==> src/rtl/rxw_pkg.sv <==
package rxw_pkg;

    typedef enum logic [1:0] {
        ST_IDLE = 2'd0,
        ST_HOLD = 2'd1,
        ST_DONE = 2'd2
    } win_st_e;

    typedef enum logic [2:0] {
        K_NONE = 3'd0,
        K_STAT = 3'd1,
        K_LEN  = 3'd2,
        K_EVT  = 3'd3,
        K_RAND = 3'd4,
        K_SEQ  = 3'd5
    } acc_kind_e;

    localparam int CRC_BYTES = 4;

endpackage

==> src/rtl/rxw_decode.sv <==
module rxw_decode
    import rxw_pkg::*;
#(
    parameter int ADDR_W     = 12,
    parameter int STAT_OFS   = 'h400,
    parameter int EVT_OFS    = 'h130,
    parameter int DATA_LAST  = 'h9FF,
    parameter int RAND_BYTES = 118
) (
    input  logic [ADDR_W-1:0] addr,
    input  logic              is_byte,
    output acc_kind_e         kind,
    output logic [ADDR_W-1:0] data_off
);

    localparam logic [ADDR_W-1:0] A_STAT = ADDR_W'(STAT_OFS);
    localparam logic [ADDR_W-1:0] A_LEN  = ADDR_W'(STAT_OFS + 2);
    localparam logic [ADDR_W-1:0] A_DATA = ADDR_W'(STAT_OFS + 4);
    localparam logic [ADDR_W-1:0] A_LAST = ADDR_W'(DATA_LAST);
    localparam logic [ADDR_W-1:0] A_EVT  = ADDR_W'(EVT_OFS);
    localparam logic [ADDR_W-1:0] A_RLIM = ADDR_W'(RAND_BYTES - 2);

    logic [ADDR_W-1:0] even_addr;

    always_comb begin
        even_addr = {addr[ADDR_W-1:1], 1'b0};
        data_off  = addr - A_DATA;
        kind      = K_NONE;
        if (addr == A_EVT) begin
            kind = K_EVT;
        end else if (even_addr == A_STAT) begin
            kind = K_STAT;
        end else if (even_addr == A_LEN) begin
            kind = K_LEN;
        end else if (addr >= A_DATA && addr <= A_LAST) begin
            if (!is_byte && !addr[0] && data_off <= A_RLIM)
                kind = K_RAND;
            else
                kind = K_SEQ;
        end
    end

endmodule

==> src/rtl/rxw_seq_ptr.sv <==
module rxw_seq_ptr #(
    parameter int LEN_W = 16
) (
    input  logic             clk,
    input  logic             rst_n,
    input  logic             clr,
    input  logic             step,
    input  logic             step_one,
    input  logic [LEN_W-1:0] len,
    output logic [LEN_W-1:0] ptr,
    output logic             in_range,
    output logic             ends,
    output logic             overrun
);

    logic [LEN_W:0] nxt;

    always_comb begin
        in_range = ptr < len;
        nxt      = {1'b0, ptr} + (step_one ? (LEN_W+1)'(1) : (LEN_W+1)'(2));
        ends     = in_range && (nxt >= {1'b0, len});
    end

    always_ff @(posedge clk) begin
        if (!rst_n) begin
            ptr     <= '0;
            overrun <= 1'b0;
        end else if (clr) begin
            ptr     <= '0;
            overrun <= 1'b0;
        end else if (step) begin
            if (in_range)
                ptr <= nxt[LEN_W-1:0];
            else
                overrun <= 1'b1;
        end
    end

    // the pointer never moves backwards except on a clear
    a_r4_ptr_no_retreat: assert property (@(posedge clk) disable iff (!rst_n)
        !clr |=> ptr >= $past(ptr));

    // overrun holds until a clear
    a_r10_overrun_sticky: assert property (@(posedge clk) disable iff (!rst_n)
        overrun && !clr |=> overrun);

endmodule

==> src/rtl/rxw_ctrl.sv <==
module rxw_ctrl
    import rxw_pkg::*;
#(
    parameter int LEN_W = 16
) (
    input  logic             clk,
    input  logic             rst_n,
    input  logic             desc_valid,
    input  logic [15:0]      desc_status,
    input  logic [LEN_W-1:0] desc_raw_len,
    input  logic             crc_keep,
    input  logic             rel_req,
    output logic             active,
    output logic             load,
    output logic             frame_done,
    output logic [15:0]      status_q,
    output logic [LEN_W-1:0] len_q
);

    localparam logic [LEN_W-1:0] CRC_L = LEN_W'(CRC_BYTES);

    win_st_e state, state_nx;
    logic [LEN_W-1:0] len_calc;

    always_ff @(posedge clk) begin
        if (!rst_n) state <= ST_IDLE;
        else        state <= state_nx;
    end

    always_comb begin
        state_nx = state;
        unique case (state)
            ST_IDLE: if (desc_valid) state_nx = ST_HOLD;
            ST_HOLD: if (rel_req)    state_nx = ST_DONE;
            ST_DONE:                 state_nx = ST_IDLE;
            default:                 state_nx = ST_IDLE;
        endcase
    end

    always_comb begin
        active     = (state == ST_HOLD);
        load       = (state == ST_IDLE) && desc_valid;
        frame_done = (state == ST_DONE);
        if (crc_keep)
            len_calc = desc_raw_len;
        else if (desc_raw_len > CRC_L)
            len_calc = desc_raw_len - CRC_L;
        else
            len_calc = '0;
    end

    always_ff @(posedge clk) begin
        if (!rst_n) begin
            status_q <= '0;
            len_q    <= '0;
        end else if (load) begin
            status_q <= desc_status;
            len_q    <= len_calc;
        end else if (frame_done) begin
            status_q <= '0;
            len_q    <= '0;
        end
    end

    // the release pulse lasts one cycle
    a_r7_done_single: assert property (@(posedge clk) disable iff (!rst_n)
        frame_done |=> !frame_done);

    // a load always leads to a held frame
    a_r9_load_holds: assert property (@(posedge clk) disable iff (!rst_n)
        load |=> active);

endmodule

==> src/rtl/rx_window.sv <==
module rx_window
    import rxw_pkg::*;
#(
    parameter int ADDR_W     = 12,
    parameter int LEN_W      = 16,
    parameter int STAT_OFS   = 'h400,
    parameter int EVT_OFS    = 'h130,
    parameter int DATA_LAST  = 'h9FF,
    parameter int RAND_BYTES = 118
) (
    input  logic              clk,
    input  logic              rst_n,
    input  logic              rd_en,
    input  logic [ADDR_W-1:0] rd_addr,
    input  logic              rd_byte,
    input  logic              skip,
    input  logic              crc_keep,
    output logic              rd_valid,
    output logic [15:0]       rd_data,
    output logic              overrun,
    input  logic              desc_valid,
    input  logic [15:0]       desc_status,
    input  logic [LEN_W-1:0]  desc_raw_len,
    output logic              frame_done,
    output logic [LEN_W-1:0]  buf_addr,
    input  logic [15:0]       buf_rdata
);

    acc_kind_e         kind;
    logic [ADDR_W-1:0] data_off;
    logic              active, load, rel_req, seq_rd;
    logic [15:0]       status_q;
    logic [LEN_W-1:0]  len_q, seq_ptr;
    logic              in_range, ends;
    logic [LEN_W:0]    off_x, ptr_x, len_x;
    logic [15:0]       rd_next;

    rxw_decode #(
        .ADDR_W(ADDR_W), .STAT_OFS(STAT_OFS), .EVT_OFS(EVT_OFS),
        .DATA_LAST(DATA_LAST), .RAND_BYTES(RAND_BYTES)
    ) u_dec (
        .addr(rd_addr), .is_byte(rd_byte), .kind(kind), .data_off(data_off)
    );

    rxw_ctrl #(.LEN_W(LEN_W)) u_ctrl (
        .clk(clk), .rst_n(rst_n), .desc_valid(desc_valid),
        .desc_status(desc_status), .desc_raw_len(desc_raw_len),
        .crc_keep(crc_keep), .rel_req(rel_req), .active(active),
        .load(load), .frame_done(frame_done), .status_q(status_q),
        .len_q(len_q)
    );

    rxw_seq_ptr #(.LEN_W(LEN_W)) u_ptr (
        .clk(clk), .rst_n(rst_n), .clr(load | rel_req), .step(seq_rd),
        .step_one(rd_byte), .len(len_q), .ptr(seq_ptr),
        .in_range(in_range), .ends(ends), .overrun(overrun)
    );

    function automatic logic [15:0] hdr_pick(logic [15:0] w, logic b, logic hi);
        if (!b) return w;
        return hi ? {8'h00, w[15:8]} : {8'h00, w[7:0]};
    endfunction

    always_comb begin
        seq_rd   = rd_en && active && (kind == K_SEQ);
        rel_req  = active && (skip || (rd_en && kind == K_EVT) || (seq_rd && ends));
        off_x    = {1'b0, LEN_W'(data_off)};
        ptr_x    = {1'b0, seq_ptr};
        len_x    = {1'b0, len_q};
        buf_addr = (kind == K_RAND) ? LEN_W'(data_off) : seq_ptr;
        rd_next  = 16'h0000;
        if (active) begin
            unique case (kind)
                K_STAT, K_EVT: rd_next = hdr_pick(status_q, rd_byte, rd_addr[0]);
                K_LEN:         rd_next = hdr_pick(16'(len_q), rd_byte, rd_addr[0]);
                K_RAND: begin
                    rd_next[7:0]  = (off_x < len_x) ? buf_rdata[7:0] : 8'h00;
                    rd_next[15:8] = (off_x + (LEN_W+1)'(1) < len_x) ? buf_rdata[15:8] : 8'h00;
                end
                K_SEQ: begin
                    if (in_range) begin
                        rd_next[7:0] = buf_rdata[7:0];
                        if (!rd_byte && (ptr_x + (LEN_W+1)'(1) < len_x))
                            rd_next[15:8] = buf_rdata[15:8];
                    end
                end
                K_NONE:        rd_next = 16'h0000;
            endcase
        end
    end

    always_ff @(posedge clk) begin
        if (!rst_n) begin
            rd_valid <= 1'b0;
            rd_data  <= '0;
        end else begin
            rd_valid <= rd_en;
            if (rd_en) rd_data <= rd_next;
        end
    end

    // random word reads leave the pointer alone
    a_r2_rand_keeps_ptr: assert property (@(posedge clk) disable iff (!rst_n)
        rd_en && active && kind == K_RAND && !skip |=> $stable(seq_ptr));

    // an event read releases the frame next cycle
    a_r6_event_releases: assert property (@(posedge clk) disable iff (!rst_n)
        rd_en && active && kind == K_EVT |=> frame_done);

    // reads with no frame held return zero
    a_r8_empty_zero: assert property (@(posedge clk) disable iff (!rst_n)
        rd_en && !active |=> rd_data == 16'h0000);

    // overrun is already clear during the release pulse
    a_r10_done_clears: assert property (@(posedge clk) disable iff (!rst_n)
        frame_done |-> !overrun);

endmodule

==> config.mk <==
export PLATFORM = sky130hd
export DESIGN_NAME = rx_window
export DESIGN_NICKNAME = d
export VERILOG_FILES = /design/src/rtl/rxw_pkg.sv /design/src/rtl/rxw_decode.sv /design/src/rtl/rxw_seq_ptr.sv /design/src/rtl/rxw_ctrl.sv /design/src/rtl/rx_window.sv
export SDC_FILE = /design/constraint.sdc
export NUM_CORES = 1
export LEC_CHECK = 0
export BUFFER_PORTS_ARGS = -buffer_cell sky130_fd_sc_hd__buf_4
export CORE_UTILIZATION = 59
export DETAILED_ROUTE_END_ITERATION = 7
export PLACE_DENSITY = 0.88
export SLEW_MARGIN = 25
export SYNTH_ARGS = -nofsm -noshare
export SYNTH_HDL_FRONTEND = slang
export SYNTH_HIERARCHICAL = 1
export SYNTH_SLANG_ARGS = --single-unit
==> constraint.sdc <==
create_clock -name clk -period 5.6 [get_ports clk]
set_input_delay 1.12 -clock clk [delete_from_list [all_inputs] [get_ports clk]]
set_output_delay 1.12 -clock clk [all_outputs]
set_load 0.01 [all_outputs]
Word level (Yosys, flattened, before mapping)
Cells that the tools add are included.

Flip-flop bits (word level): 68. Input port bits: 67. Output and inout bits: 35. Logic and storage cells: 91.

Add/sub/neg operators: 5. Magnitude comparators: 9. Equal/unequal tests: 12. Mux-type cells: 32. Bitwise gates (word level): 3. Reduce and logical (&&, ||, !) cells: 23.

Operators by type and width (number): 16-bit two-way mux (12); 16-bit one-hot mux with 5 select lines (1); 8-bit two-way mux (5); 11-bit by 10-bit == test with 1-bit output (second input constant) (2); 16-bit by 1-bit adder with 17-bit output (second input constant) (1); 16-bit by 17-bit adder with 17-bit output (1); 17-bit by 16-bit >= comparator with 1-bit output (1); 17-bit by 16-bit < comparator with 1-bit output (1); 16-bit by 3-bit greater-than comparator with 1-bit output (second input constant) (1); 12-bit by 16-bit < comparator with 1-bit output (1); 13-bit by 16-bit < comparator with 1-bit output (1); 16-bit < comparator (1); 16-bit by 3-bit subtractor with 16-bit output (second input constant) (1); 12-bit by 1-bit adder with 13-bit output (second input constant) (1); 12-bit by 9-bit == test with 1-bit output (second input constant) (1); 12-bit by 11-bit >= comparator with 1-bit output (second input constant) (1); 12-bit less-or-equal comparator (second input constant) (1); 12-bit by 7-bit less-or-equal comparator with 1-bit output (second input constant) (1); 3-bit two-way mux (4); 12-bit by 11-bit subtractor with 12-bit output (second input constant) (1); 1-bit logical AND (11); 3-bit by 2-bit == test with 1-bit output (second input constant) (2); 3-bit == test (second input constant) (2); 1-bit two-way mux (6); 16 further kinds (24).

Depth between registers and ports, before layout
Depth in word-level cells: 15. Gate-level depth with buffers: 22. Mapped depth without buffers: 21.

Hierarchy
Netlist, hierarchy kept.

Modules (own cells, without submodules): rx_window (times used 1, cells each 440, area an instance 3086.7 µm², seq. area each 340.3 µm²); rxw_seq_ptr (times used 1, cells each 214, area an instance 1734.2 µm², seq. area each 340.3 µm²); rxw_ctrl (times used 1, cells each 180, area an instance 1581.5 µm², seq. area each 680.7 µm²); rxw_decode (times used 1, cells each 58, area an instance 404.1 µm², seq. area each 0.0 µm²).

Worst setup path after synthesis
Ideal clock, no wire load.

Path kind: in2out. Start: input port rd_addr[2]. End: output port buf_addr[10]. Arrival: 4.002 ns. Path slack: 0.478 ns. Stages: 12. Path buffers: 3. Cells stage by stage: inv_1 ha_1 or3b_1 clkbuf_1 o31ai_1 nand4_1 o41ai_2 o311ai_1 buf_2 nor3b_2 clkbuf_1 mux2_2.

Cells in the longest elaborated chain, start to end: 10. Elaborated cells between the ends (all ways): 16. Classes of those cells: 1 x add/sub; 3 x order compare; 4 x eq/ne; 6 x mux; 2 x reduce/logical.

Ends and longest elaborated chain: from (decl) (RTL line rx_window.sv:14) `input logic [ADDR_W-1:0] rd_addr,`; 12-bit by 11-bit subtractor with 12-bit output (RTL line rxw_decode.sv:27) `data_off = addr - A_DATA;`; 12-bit by 7-bit less-or-equal comparator with 1-bit output (RTL line rxw_decode.sv:36) `if (!is_byte && !addr[0] && data_off <= A_RLIM)`; 1-bit logical AND (RTL line rxw_decode.sv:36); 1-bit two-way mux (RTL line rxw_decode.sv:36); 3-bit two-way mux (RTL line rxw_decode.sv:35) `end else if (addr >= A_DATA && addr <= A_LAST) begin`; 3-bit two-way mux (RTL line rxw_decode.sv:33) `end else if (even_addr == A_LEN) begin`; 3-bit two-way mux (RTL line rxw_decode.sv:31) `end else if (even_addr == A_STAT) begin`; 3-bit two-way mux * (RTL line rxw_decode.sv:29) `if (addr == A_EVT) begin`; net kind[0] (RTL line rx_window.sv:29) `acc_kind_e kind;`; 3-bit == test * (RTL line rx_window.sv:70) `buf_addr = (kind == K_RAND) ? LEN_W'(data_off) : seq_ptr;`; 16-bit two-way mux * (RTL line rx_window.sv:70); to (decl) (RTL line rx_window.sv:25) `output logic [LEN_W-1:0] buf_addr,`.

Mark *: on every way through the listed nets, which the timed path passes. The rest lies on a longest branch.

Worst setup path after layout
Start: input port rd_addr[2]. End: output port buf_addr[3].

Cells in the longest elaborated chain, start to end: 10. Elaborated cells between the ends (all ways): 16. Classes of those cells: 1 x add/sub; 3 x order compare; 4 x eq/ne; 6 x mux; 2 x reduce/logical.

Ends and longest elaborated chain: 12-bit by 11-bit subtractor with 12-bit output (RTL line rxw_decode.sv:27); net data_off[2] (RTL line rx_window.sv:30) `logic [ADDR_W-1:0] data_off;`; 12-bit by 7-bit less-or-equal comparator with 1-bit output (RTL line rxw_decode.sv:36); 1-bit logical AND (RTL line rxw_decode.sv:36); 1-bit two-way mux (RTL line rxw_decode.sv:36); 3-bit two-way mux (RTL line rxw_decode.sv:35); 3-bit two-way mux (RTL line rxw_decode.sv:33); 3-bit two-way mux (RTL line rxw_decode.sv:31); 3-bit two-way mux (RTL line rxw_decode.sv:29); net kind[0] (RTL line rx_window.sv:29); 3-bit == test (RTL line rx_window.sv:70); 16-bit two-way mux (RTL line rx_window.sv:70).

The timed path passes the listed nets, and every way through them passes these cells.

==> impl_metrics.env <==
export IMPL_hpwl_um=14500
export IMPL_synth_top_area_frac=0.200
export IMPL_gp_congestion=0.934
export IMPL_synth_edf_count=0
export IMPL_crit_chain="buf_4, inv_1, ha_1, or3b_1, o31ai_1, nand4_1, o41ai_2, o311ai_1, nor3b_2, buf_4, mux2_2, buf_4"
export IMPL_end_kind="primary output"
export IMPL_ctsHoldBuffers=0
export IMPL_synthAdderAreaFrac=0.150
export IMPL_htree_levels=3
export IMPL_wirelength_um=19700
export IMPL_slew_violations=0
export IMPL_hold_viol=0
export IMPL_yosys_most_used_dff="dfxtp_1"
export IMPL_n_fill_cell=861
export IMPL_nets=1127
export IMPL_rsz0062_at_grt="false"
export IMPL_yosysMostFrequentCell="nand2_1"
export IMPL_fin_skew_ps=10.2
export IMPL_synth_top_family_by_area="simple AND/OR/NAND/NOR gates"
export IMPL_synth_cells=892
export IMPL_cts_buffers=9
export IMPL_holdCritPathClass="reg -> reg"
export IMPL_status="finished clean"
export IMPL_dp_cells=1108
export IMPL_antenna_cells=0
export IMPL_numPortBuffers=101
export IMPL_clkLatencyLatePin_ps=340
export IMPL_synth_xor_area_share=0.0708
export IMPL_syn_nets=1040
export IMPL_slew_headroom=0.420
export IMPL_synth_simple_area_share=0.277
export IMPL_synth_compound_area_frac=0.227
export IMPL_drt_antenna_violating_nets=0
export IMPL_slowest_stage="or3b_1"
export IMPL_drc=0
export IMPL_finalWorstSetupSlack_ps=321
export IMPL_finalCritPeriodShare=0.943
export IMPL_cap_violations=0
export IMPL_worstPathArrival_ps=4160
export IMPL_start_util=0.617
export IMPL_die_x_um=109
export IMPL_synth_area_leader_cell="dfxtp_1"
export IMPL_post_cts_buffers=0
export IMPL_pre_cts_ws_ps=104
export IMPL_antenna_found_initial=0
export IMPL_crit_top_cell="buf_4"
export IMPL_die_y_um=109
export IMPL_clock_sinks=68
export IMPL_cts_root_buf="clkbuf_16"
export IMPL_leakagePower_nw=3.32
export IMPL_grt_pass1_wl_um=30700
export IMPL_multiInputGateArea_um2=5080
export IMPL_yosys_register_bits=68
export IMPL_layout_cells_non_filler=1124
export IMPL_drt_initial_drc_count=711
export IMPL_grt_max_degree=33
export IMPL_io_pins=102
export IMPL_final_seq_area_um2=1360
export IMPL_yosys_top_cells_count="141 x nand2_1, 80 x ha_1, 68 x dfxtp_1, 54 x o21ai_0, 51 x inv_1"
export IMPL_core_area_um2=11000
export IMPL_synth_area_um2=6810
export IMPL_finalPower_mw=1.49
export IMPL_grt_pass1_vias=6469
export IMPL_ys_seq_area_frac=0.200
export IMPL_dieArea_um2=12000
export IMPL_place_area_um2=7620
export IMPL_async_reset_ff_frac=0
export IMPL_setup_tns_ps=0
export IMPL_start_kind="input pin"
export IMPL_max_vdd_ir_drop_mv=0.153
export IMPL_grt_overflow_total=0
export IMPL_syn2layout_area_growth_pct=16.6
export IMPL_drtPass1Iterations=6
export IMPL_crit_fanout=14
export IMPL_synth_cell_type_count=75
export IMPL_yosys_top_cells_area="dfxtp_1 20%, ha_1 15%, nand2_1 7.8%"
export IMPL_stdcell_area_um2=7940
export IMPL_avgViaCountPerCell=6.29
export IMPL_ctsLongestPathBuffers=2
export IMPL_power_density_nw_per_um2=188
export IMPL_slowest_delay_ps=450
export IMPL_grt_use_total=0.329
export IMPL_vias=7072
export IMPL_critPathRequiredTime_ps=4480
export IMPL_worst_pin_slew_ps=870
export IMPL_period_minus_slack_ps=5280
export IMPL_layout_drive_gt1_share=0.185
export IMPL_avgRoutedWirePerCell_um=17.5
export IMPL_cts_clk_slew_worst_paths_ps=60
export IMPL_fmax_ghz=0.189
export IMPL_worst_setup_path_type="in -> out"
export IMPL_tritoncts="done"
export IMPL_setup_violations_final=0
export IMPL_rows=38
export IMPL_synth_mux_area_frac=0.0197
export IMPL_yosys_warnings=6
export IMPL_avgSynthCellArea_um2=7.63
==> state kept, by name, summed over array words and instances, names as in the netlist <==
name	cells
u_ctrl/len_q	16
u_ctrl/status_q	16
u_ctrl/state	2
rd_valid	1
u_ptr/overrun	1
u_ptr/ptr	16
rd_data	16
==> metrics by stage <==
stage | hold slack (ps) | util
detailed placement | 480 | 0.691
global placement | 473 | 0.691
floorplan | 454 | -
global route | 517 | 0.719
CTS | 490 | 0.718
finish | 493 | 0.719
==> power by group <==
group | leakage (nW) | switching (mW) | internal (mW) | total, mW
Combinational | 2.62 | 0.216 | 0.153 | 0.369
Sequential | 0.554 | 0.0305 | 0.503 | 0.533
Clock | 0.147 | 0.236 | 0.352 | 0.587
==> final timing paths <==
| kind | from | to | slack [ps] | cells after the start |
|---|---|---|---|---|
| min | u_ctrl/status_q[9]$_SDFFE_PN0P_ | u_ctrl/status_q[9]$_SDFFE_PN0P_ | 490 | 2 |
| max | rd_addr[2] | buf_addr[3] | 320 | 12 |
| min reg2reg | u_ctrl/status_q[9]$_SDFFE_PN0P_ | u_ctrl/status_q[9]$_SDFFE_PN0P_ | 490 | 2 |
| max reg2reg | u_ptr/ptr[0]$_SDFFE_PP0P_ | u_ptr/ptr[1]$_SDFFE_PP0P_ | 850 | 21 |
==> cells by family after synthesis <==
logic type	after synthesis
and+or+nand+nor	364
muxes	12
DFF	68
AOI/OAI and AO/OA	227
buffers and inverters	85
adders and majority gates	81
xor gates and xnor gates	55
==> worst max-delay path: cells and delay by family <==
family / cells / cell delay (ps)
buffers and inverters: 4 / 720
AOI/OAI and AO/OA: 3 / 860
and+or+nand+nor: 3 / 870
adders and majority gates: 1 / 220
muxes: 1 / 360
==> metal layers <==
metal | global-route usage | part of all wire
met2 | 0.553 | 0.47
met3 | 0.0480 | 0.078
met5 | 0 | 0
met4 | 0.151 | 0.032
met1 | 0.416 | 0.42
==> layout make-up <==
class,instances,share of cell area
Clock buffer,9,0.0284
Clock inverter,7,0.0102
Inverter,52,0.0246
Multi-Input combinational cell,739,0.640
Sequential cell,68,0.172
Tap cell,140,0.0221
Timing Repair Buffer,109,0.103
==> placed cells by master (no fill, tap or decap), types with 9 or more instances in the layout <==
master     count
nor2_1        41
nand2b_1      22
ha_1          80
a21boi_0      18
nand2_1      141
o21ai_2       12
a31oi_1       17
a21oi_1       47
mux2_2        11
or3_1         17
dfxtp_1       68
o21ai_0       54
nand4_1       15
buf_4        109
xor2_1        21
a211oi_1      20
nor2b_1       17
and3_1        14
xnor2_1       34
inv_1         51
nand3_1       42
nor3_1        11
clkbuf_16      9
==> timing repair <==
action / CTS / global route
setup endpoints to repair: 0 / 1
endpoints found under the hold margin: 0 / 0
resized for setup: 0 / 1
Note: power is estimated with default switching activity, not from simulation.
